==> config.mk <==
export PLATFORM = sky130hd
export DESIGN_NAME = serial_ctrl_port
export DESIGN_NICKNAME = d
export VERILOG_FILES = /design/src/rtl/scp_pkg.sv /design/src/rtl/scp_sync.sv /design/src/rtl/scp_rx.sv /design/src/rtl/scp_outmux.sv /design/src/rtl/serial_ctrl_port.sv
export SDC_FILE = /design/constraint.sdc
export NUM_CORES = 1
export LEC_CHECK = 0
export BUFFER_PORTS_ARGS = -buffer_cell sky130_fd_sc_hd__buf_2
export CAP_MARGIN = 20
export CELL_PAD_IN_SITES_DETAIL_PLACEMENT = 0
export CELL_PAD_IN_SITES_GLOBAL_PLACEMENT = 1
export CORE_MARGIN = 5
export CORE_UTILIZATION = 46
export CTS_BUF_LIST = sky130_fd_sc_hd__clkbuf_4 sky130_fd_sc_hd__clkbuf_8
export CTS_CLUSTER_DIAMETER = 40
export CTS_CLUSTER_SIZE = 14
export DETAILED_ROUTE_END_ITERATION = 8
export GPL_TIMING_DRIVEN = 0
export PLACE_DENSITY_LB_ADDON = 0.12
export SETUP_SLACK_MARGIN = 0.5
export SKIP_LAST_GASP = 1
export SLEW_MARGIN = 15
export SYNTH_ARGS = -nofsm -noshare
export SYNTH_HDL_FRONTEND = slang
export SYNTH_HIERARCHICAL = 1
export SYNTH_SLANG_ARGS = --single-unit
==> constraint.sdc <==
create_clock -name clk -period 1.9 [get_ports clk]
set_clock_uncertainty 0.2 [all_clocks]
set_input_delay 0.38 -clock clk [delete_from_list [all_inputs] [get_ports clk]]
set_output_delay 0.38 -clock clk [all_outputs]
set_load 0.02 [all_outputs]
==> src/rtl/scp_pkg.sv <==
package scp_pkg;
  localparam int CFG_W = 8;
  localparam logic [CFG_W-1:0] CFG_RESET = 8'hE8;

  typedef struct packed {
    logic       clksel;
    logic [1:0] rate;
    logic       mute;
    logic       stop;
  } ctl_t;

  function automatic ctl_t cfg_to_ctl(input logic [CFG_W-1:0] c);
    ctl_t r;
    r.clksel = c[0];
    r.rate   = {c[2], c[1]};
    r.mute   = c[3];
    r.stop   = c[4];
    return r;
  endfunction
endpackage

==> src/rtl/scp_sync.sv <==
module scp_sync #(
  parameter int W      = 3,
  parameter int STAGES = 2
) (
  input  logic         clk,
  input  logic         rst,
  input  logic [W-1:0] d,
  output logic [W-1:0] q
);
  logic [W-1:0] stg [STAGES];

  always_ff @(posedge clk) begin
    if (rst) stg[0] <= '0;
    else     stg[0] <= d;
  end

  for (genvar g = 1; g < STAGES; g++) begin : g_stage
    always_ff @(posedge clk) begin
      if (rst) stg[g] <= '0;
      else     stg[g] <= stg[g-1];
    end
  end

  assign q = stg[STAGES-1];
endmodule

==> src/rtl/scp_rx.sv <==
module scp_rx #(
  parameter int          NIB_W  = 4,
  parameter int          DATA_W = 8,
  parameter logic [3:0]  DEV_ID = 4'h6,
  parameter logic [3:0]  REG_ID = 4'hB,
  localparam int         ADDR_W = 2 * NIB_W,
  localparam int         AC_W   = $clog2(ADDR_W + 1),
  localparam int         CNT_W  = $clog2(DATA_W + 2)
) (
  input  logic              clk,
  input  logic              rst,
  input  logic              en_s,
  input  logic              sclk_s,
  input  logic              dat_s,
  output logic [DATA_W-1:0] cfg_q,
  output logic              commit,
  output logic [CNT_W-1:0]  dat_cnt
);
  localparam logic [ADDR_W-1:0] MATCH = {REG_ID[NIB_W-1:0], DEV_ID[NIB_W-1:0]};

  logic              en_d, sclk_d, match_q;
  logic [ADDR_W-1:0] addr_sr;
  logic [AC_W-1:0]   addr_cnt;
  logic [DATA_W-1:0] data_sr;
  logic              clk_rise, en_rise, en_fall;

  assign clk_rise = sclk_s & ~sclk_d;
  assign en_rise  = en_s & ~en_d;
  assign en_fall  = ~en_s & en_d;
  assign commit   = en_fall & match_q & (dat_cnt == CNT_W'(DATA_W));

  always_ff @(posedge clk) begin
    if (rst) begin
      en_d     <= 1'b0;
      sclk_d   <= 1'b0;
      match_q  <= 1'b0;
      addr_sr  <= '0;
      addr_cnt <= '0;
      data_sr  <= '0;
      dat_cnt  <= '0;
      cfg_q    <= scp_pkg::CFG_RESET;
    end else begin
      en_d   <= en_s;
      sclk_d <= sclk_s;
      // address phase
      if (en_fall) begin
        addr_cnt <= '0;
      end else if (clk_rise && !en_s) begin
        addr_sr <= {dat_s, addr_sr[ADDR_W-1:1]};
        if (addr_cnt != AC_W'(ADDR_W)) addr_cnt <= addr_cnt + 1'b1;
      end
      // data phase
      if (en_rise) begin
        match_q <= (addr_cnt == AC_W'(ADDR_W)) && (addr_sr == MATCH);
        dat_cnt <= '0;
      end else if (clk_rise && en_s) begin
        data_sr <= {dat_s, data_sr[DATA_W-1:1]};
        if (dat_cnt != CNT_W'(DATA_W + 1)) dat_cnt <= dat_cnt + 1'b1;
      end
      if (commit) cfg_q <= data_sr;
    end
  end
endmodule

==> src/rtl/scp_outmux.sv <==
module scp_outmux #(
  parameter int DATA_W = 8
) (
  input  logic                 clk,
  input  logic                 rst,
  input  logic                 sel_pins,
  input  scp_pkg::ctl_t        pin_ctl,
  input  logic [DATA_W-1:0]    cfg_q,
  output scp_pkg::ctl_t        ctl_q,
  output logic [DATA_W-1:0]    par_q
);
  always_ff @(posedge clk) begin
    if (rst) begin
      ctl_q <= scp_pkg::cfg_to_ctl(scp_pkg::CFG_RESET);
      par_q <= scp_pkg::CFG_RESET;
    end else begin
      ctl_q <= sel_pins ? pin_ctl : scp_pkg::cfg_to_ctl(cfg_q);
      par_q <= cfg_q;
    end
  end
endmodule

==> src/rtl/serial_ctrl_port.sv <==
module serial_ctrl_port #(
  parameter int         NIB_W       = 4,
  parameter int         DATA_W      = 8,
  parameter int         SYNC_STAGES = 2,
  parameter logic [3:0] DEV_ID      = 4'h6,
  parameter logic [3:0] REG_ID      = 4'hB,
  localparam int        CNT_W       = $clog2(DATA_W + 2)
) (
  input  logic              clk,
  input  logic              rst,
  input  logic              sel_pins,
  input  logic              ser_en,
  input  logic              ser_clk,
  input  logic              ser_dat,
  input  logic              pin_clksel,
  input  logic [1:0]        pin_rate,
  input  logic              pin_mute,
  input  logic              pin_stop,
  output logic              ctl_clksel,
  output logic [1:0]        ctl_rate,
  output logic              ctl_mute,
  output logic              ctl_stop,
  output logic [DATA_W-1:0] par_out
);
  logic [2:0]        ser_s;
  logic [DATA_W-1:0] cfg_q;
  logic              commit;
  logic [CNT_W-1:0]  dat_cnt;
  scp_pkg::ctl_t     pin_ctl, ctl_q;

  scp_sync #(.W(3), .STAGES(SYNC_STAGES)) u_sync (
    .clk(clk), .rst(rst), .d({ser_en, ser_clk, ser_dat}), .q(ser_s)
  );

  scp_rx #(.NIB_W(NIB_W), .DATA_W(DATA_W), .DEV_ID(DEV_ID), .REG_ID(REG_ID)) u_rx (
    .clk(clk), .rst(rst), .en_s(ser_s[2]), .sclk_s(ser_s[1]), .dat_s(ser_s[0]),
    .cfg_q(cfg_q), .commit(commit), .dat_cnt(dat_cnt)
  );

  always_comb begin
    pin_ctl.clksel = pin_clksel;
    pin_ctl.rate   = pin_rate;
    pin_ctl.mute   = pin_mute;
    pin_ctl.stop   = pin_stop;
  end

  scp_outmux #(.DATA_W(DATA_W)) u_mux (
    .clk(clk), .rst(rst), .sel_pins(sel_pins), .pin_ctl(pin_ctl),
    .cfg_q(cfg_q), .ctl_q(ctl_q), .par_q(par_out)
  );

  assign ctl_clksel = ctl_q.clksel;
  assign ctl_rate   = ctl_q.rate;
  assign ctl_mute   = ctl_q.mute;
  assign ctl_stop   = ctl_q.stop;
endmodule

; ---- Word-level counts from Yosys, hierarchy flattened
; Memories as Yosys holds them, arrays and structs flattened.
; Index checks and enable logic that the tools add are counted.
[op_classes]
addsub = 2
eq_ne = 5
muxes = 6
bitwise_logic = 12
reduce_logical = 10
[op_table]
columns = operator, count
row1 = 4-bit by 1-bit adder with 4-bit output (second input constant), 2
row2 = 4-bit equality test (second input constant), 2
row3 = 8-bit equality test (second input constant), 1
row4 = 4-bit != test (second input constant), 2
row5 = 2-bit AND reduction, 4
row6 = 3-bit two-way mux, 2
row7 = 1-bit bitwise AND, 5
row8 = 5-bit two-way mux, 1
row9 = 1-bit inverter, 5
row10 = 2-bit OR reduction, 2
row11 = 1-bit logical AND, 3
row12 = 1-bit two-way mux, 3
row13 = 1-bit bitwise OR, 2
row14 = 1-bit logical NOT, 1
[word_totals]
regBits = 48
ram_bits = 6
input_bits = 11
elab_cells = 49
mem_count = 1
[memory_table]
columns = name, depth, width, read_ports, rd_clocked_by_memory_dff, write_ports, line
row1 = u_sync.stg, 2, 3, 2, 0, 2, scp_sync.sv:10  ; logic [W-1:0] stg [STAGES];

; ---- Logic depth before layout (Yosys ltp)
[depth]
depth_word = 4
mapped_depth = 6

; ---- Cells and area by module
; The synthesis kept the hierarchy.
[modules_own_cells]
columns = mod, n_inst, cells_per_inst, area_each_um2, seq_area_each_um2
row1 = scp_rx, 1, 174, 1524.0, 700.7
row2 = scp_outmux, 1, 33, 409.1, 260.2
row3 = scp_sync, 1, 12, 157.7, 120.1

; ---- Worst setup path before layout
; Ideal clock, no wire load.
[synth_path]
path_type = register to register
start = register u_rx.en_d
end = register u_rx.cfg_q[1]
setup_time_ps = 120
arrival_time_ps = 1208
t_required_ps = 1580
slack_ps = 372
stages_incl_launch_ff = 6
synth_period_minus_slack_ps = 1528
path_cell_list = dfxtp_1 nand2b_1 buf_2 or3_1 buf_6 mux2i_1
[synth_between]
elab_chain_cells = 3
[synth_lines]
columns = item, line
row1 = start: declaration, scp_rx.sv:21  ; logic en_d, sclk_d, match_q;
row2 = start signal: assignment, scp_rx.sv:43  ; en_d <= en_s;
row3 = 1-bit bitwise AND, scp_rx.sv:29  ; assign en_fall = ~en_s & en_d;
row4 = 1-bit bitwise AND (2 in a row), scp_rx.sv:30  ; assign commit = en_fall & match_q & (dat_cnt == CNT_W'(DATA_W));
row5 = end signal: assignment, scp_rx.sv:41  ; cfg_q <= scp_pkg::CFG_RESET;
row6 = end signal: assignment, scp_rx.sv:60  ; if (commit) cfg_q <= data_sr;
row7 = end: declaration, scp_rx.sv:15  ; output logic [DATA_W-1:0] cfg_q,
; Every way passes these cells.
; A chain may end at the register's enable or synchronous reset.

==> results.md <==
* DP HPWL at about 2600 microns
* Max-cap viol count at 0
* Worst skew pair latency at 0.30 ns
* P_sw at between 400 and 500 uW
* Violation count after the first detailed-route iteration at between 70 and 80
* CP Max Fanout at 8
* IO Count at 24
* Pwr Density at just under 700 mW/mm^2
* Number of global-route vias before repair at roughly 1500
* Finish-stage setup viols at 0
* Routed Antenna Nets at 0
* Routed WL at a little under 4000 microns
* Worst VDD drop at about 0.47 mV
* CP required at 1.90 ns
* DR DRC count at 0
* Via count at about 1600
* Startpoint types: register
* Clock power frac at between 30% and 40%
* GRT Residual Overflow at 0
* Length of the first detailed-routing pass in iterations at 4
* H-tree depth at 2
* Yosys warnings at 6
* Slew margin rel. at about four fifths
* First-pass GRT wire length at 6548 microns
* RSZ-0062 raised after global routing: yes
* Vias per inst at approximately 5.0
* Comb power frac at between 6 and 7%
* Final worst-path cycle share at 80.71%
* Leak pwr at approximately 1.1 nW
* Die Y at ~77 microns
* Post-synth net total at approximately 230
* WS Path Type: register to register
* Buffers & Inverters on Critical Path at 2
* Final-report hold violation count at 0
* Clk pin slew, worst setup/hold paths at about 0.09 ns
* CTS hold repair buffers at 0
* Slowest stage cell on the critical path: dfxtp_4
* Die Footprint at ~0.0060 sq mm
* Cell row count at 24
* Cell Chain, Critical Path: nand2b_4 > buf_6 > or3_4 > buf_8 > mux2i_1
* Worst EP arrival at 1.53 ns
* Setup TNS at 0 ns
* Slew Limit Fails at 0
* Core area at ~0.0044 sq mm
* ANT cells at 0
* Buffers on Ports at 22
* Antenna violations before repair at 0
* CTS tree: yes
* Synth Area per Inst at 9.568 sq um
* Total track usage at roughly an eighth
* Clock root buffer: clkbuf_8
* CP max stage delay at 0.37 ns
* Routed len/inst at ~13 microns
* RePlAce Congestion at ~0.74
* Int Pwr at between 1 and 1.5 mW
* Min Tclk post-route at 1.533 ns
* Sw Ratio at 22.78%
* Final core occ at 61.99%
* Tot Pwr at around 1.9 mW
* Share of power burned in registers at 61.2%
* Top delay family on crit path: simple AND/OR/NAND/NOR gates
* Clock sink total at 54
* Die Span X at roughly 77 microns
* Total CTS buffers at 5
* Fmax at 652.1 MHz
* Worst hold path type: primary input to register
* Mapped cell area at 0.002086 sq mm
* Area grow syn2layout at 30.29%
* Synth Instances at 218
* Outcome: finished clean
* Largest net degree at the start of global routing at 17
* Starting Density at a little under half
* Worst Setup End Kind: register
* Tightest Pin Transition at around 0.29 ns
* Clock Path Buffers at 2
* Layout cells sized above 1 at between 30% and 40%
* Final net count at roughly 280
## registers in the layout, indices dropped and copies added (netlist names)
register	flops
u_rx/match_q	1
u_rx/en_d	1
u_rx/dat_cnt	4
u_rx/cfg_q	8
u_rx/addr_sr	8
u_mux/par_q	8
u_sync/stg	6
u_mux/ctl_q	5
u_rx/data_sr	8
u_rx/sclk_d	1
u_rx/addr_cnt	4
## area by class of cell
class / count / area, sq um
Clock inverter: 2 / 15.01
Timing Repair Buffer: 34 / 235.2
Inverter: 6 / 26.28
Buffer: 11 / 112.6
Clock buffer: 5 / 68.82
Multi-Input combinational cell: 147 / 1092
Sequential cell: 54 / 1102
Tap cell: 52 / 65.06
Fill cell: 388 / 1667
## layout by cell type, fill, tap and decap left out, types with 5 or more instances in the layout
cell / instances
a21oi_2: 6
mux2i_1: 19
dfxtp_1: 45
a21oi_1: 9
nor2b_1: 9
buf_4: 22
nand2_4: 5
nand3_1: 11
clkbuf_8: 5
nor2_1: 12
buf_2: 11
nand2_1: 30
buf_6: 6
dfxtp_2: 5
## per-stage QoR
step | cells | cell area (sq um) | worst slack, ns | hold slack [ns]
finish | 311 | 2718 | 0.3665 | 0.08157
global route | 311 | 2718 | 0.3246 | 0.06853
CTS | 308 | 2556 | 0.3588 | 0.06930
detailed placement | 292 | 2300 | -0.01422 | 0.2178
global placement | 292 | 2300 | -0.006947 | 0.2161
floorplan | 218 | 2125 | 0.4400 | 0.2087
## final timing paths
kind                               start  cells after the start  slack [ns]                           to
max          u_sync/stg[1][2]$_SDFF_PP0_                      5        0.37   u_rx/cfg_q[2]$_SDFFE_PP0P_
min                             pin_mute                      2        0.08    u_mux/ctl_q[1]$_SDFF_PP1_
max reg2reg  u_sync/stg[1][2]$_SDFF_PP0_                      5        0.37   u_rx/cfg_q[2]$_SDFFE_PP0P_
min reg2reg  u_sync/stg[0][1]$_SDFF_PP0_                      1        0.24  u_sync/stg[1][1]$_SDFF_PP0_
## routing by layer
metal	GRT usage (%)	part of all wire [%]	up-vias	routed length [microns]
met5	0	0	-	0
met4	4.124	0.49	0	19
met3	4.630	4.4	2	172
met2	21.21	46	21	1793
met1	16.63	49	734	1918
li1	-	-	809	-
## power groups by stage
stage               clock network (mW)  registers, mW  logic [mW]
detailed placement                   0           1.18      0.0946
CTS                              0.641           1.15       0.110
global route                     0.696           1.15       0.134
global placement                     0           1.18      0.0943
floorplan                            0           1.18      0.0574
finish                           0.604           1.15       0.124
## timing repair
item | 4_1_cts | 5_1_grt
pin swaps | 27 | 6
endpoints found under the setup margin | 32 | 42
resized for setup | 33 | 41
setup buffers | 9 | 3
endpoints found under the hold margin | 0 | 0
Power figures use the tool's default switching activity.
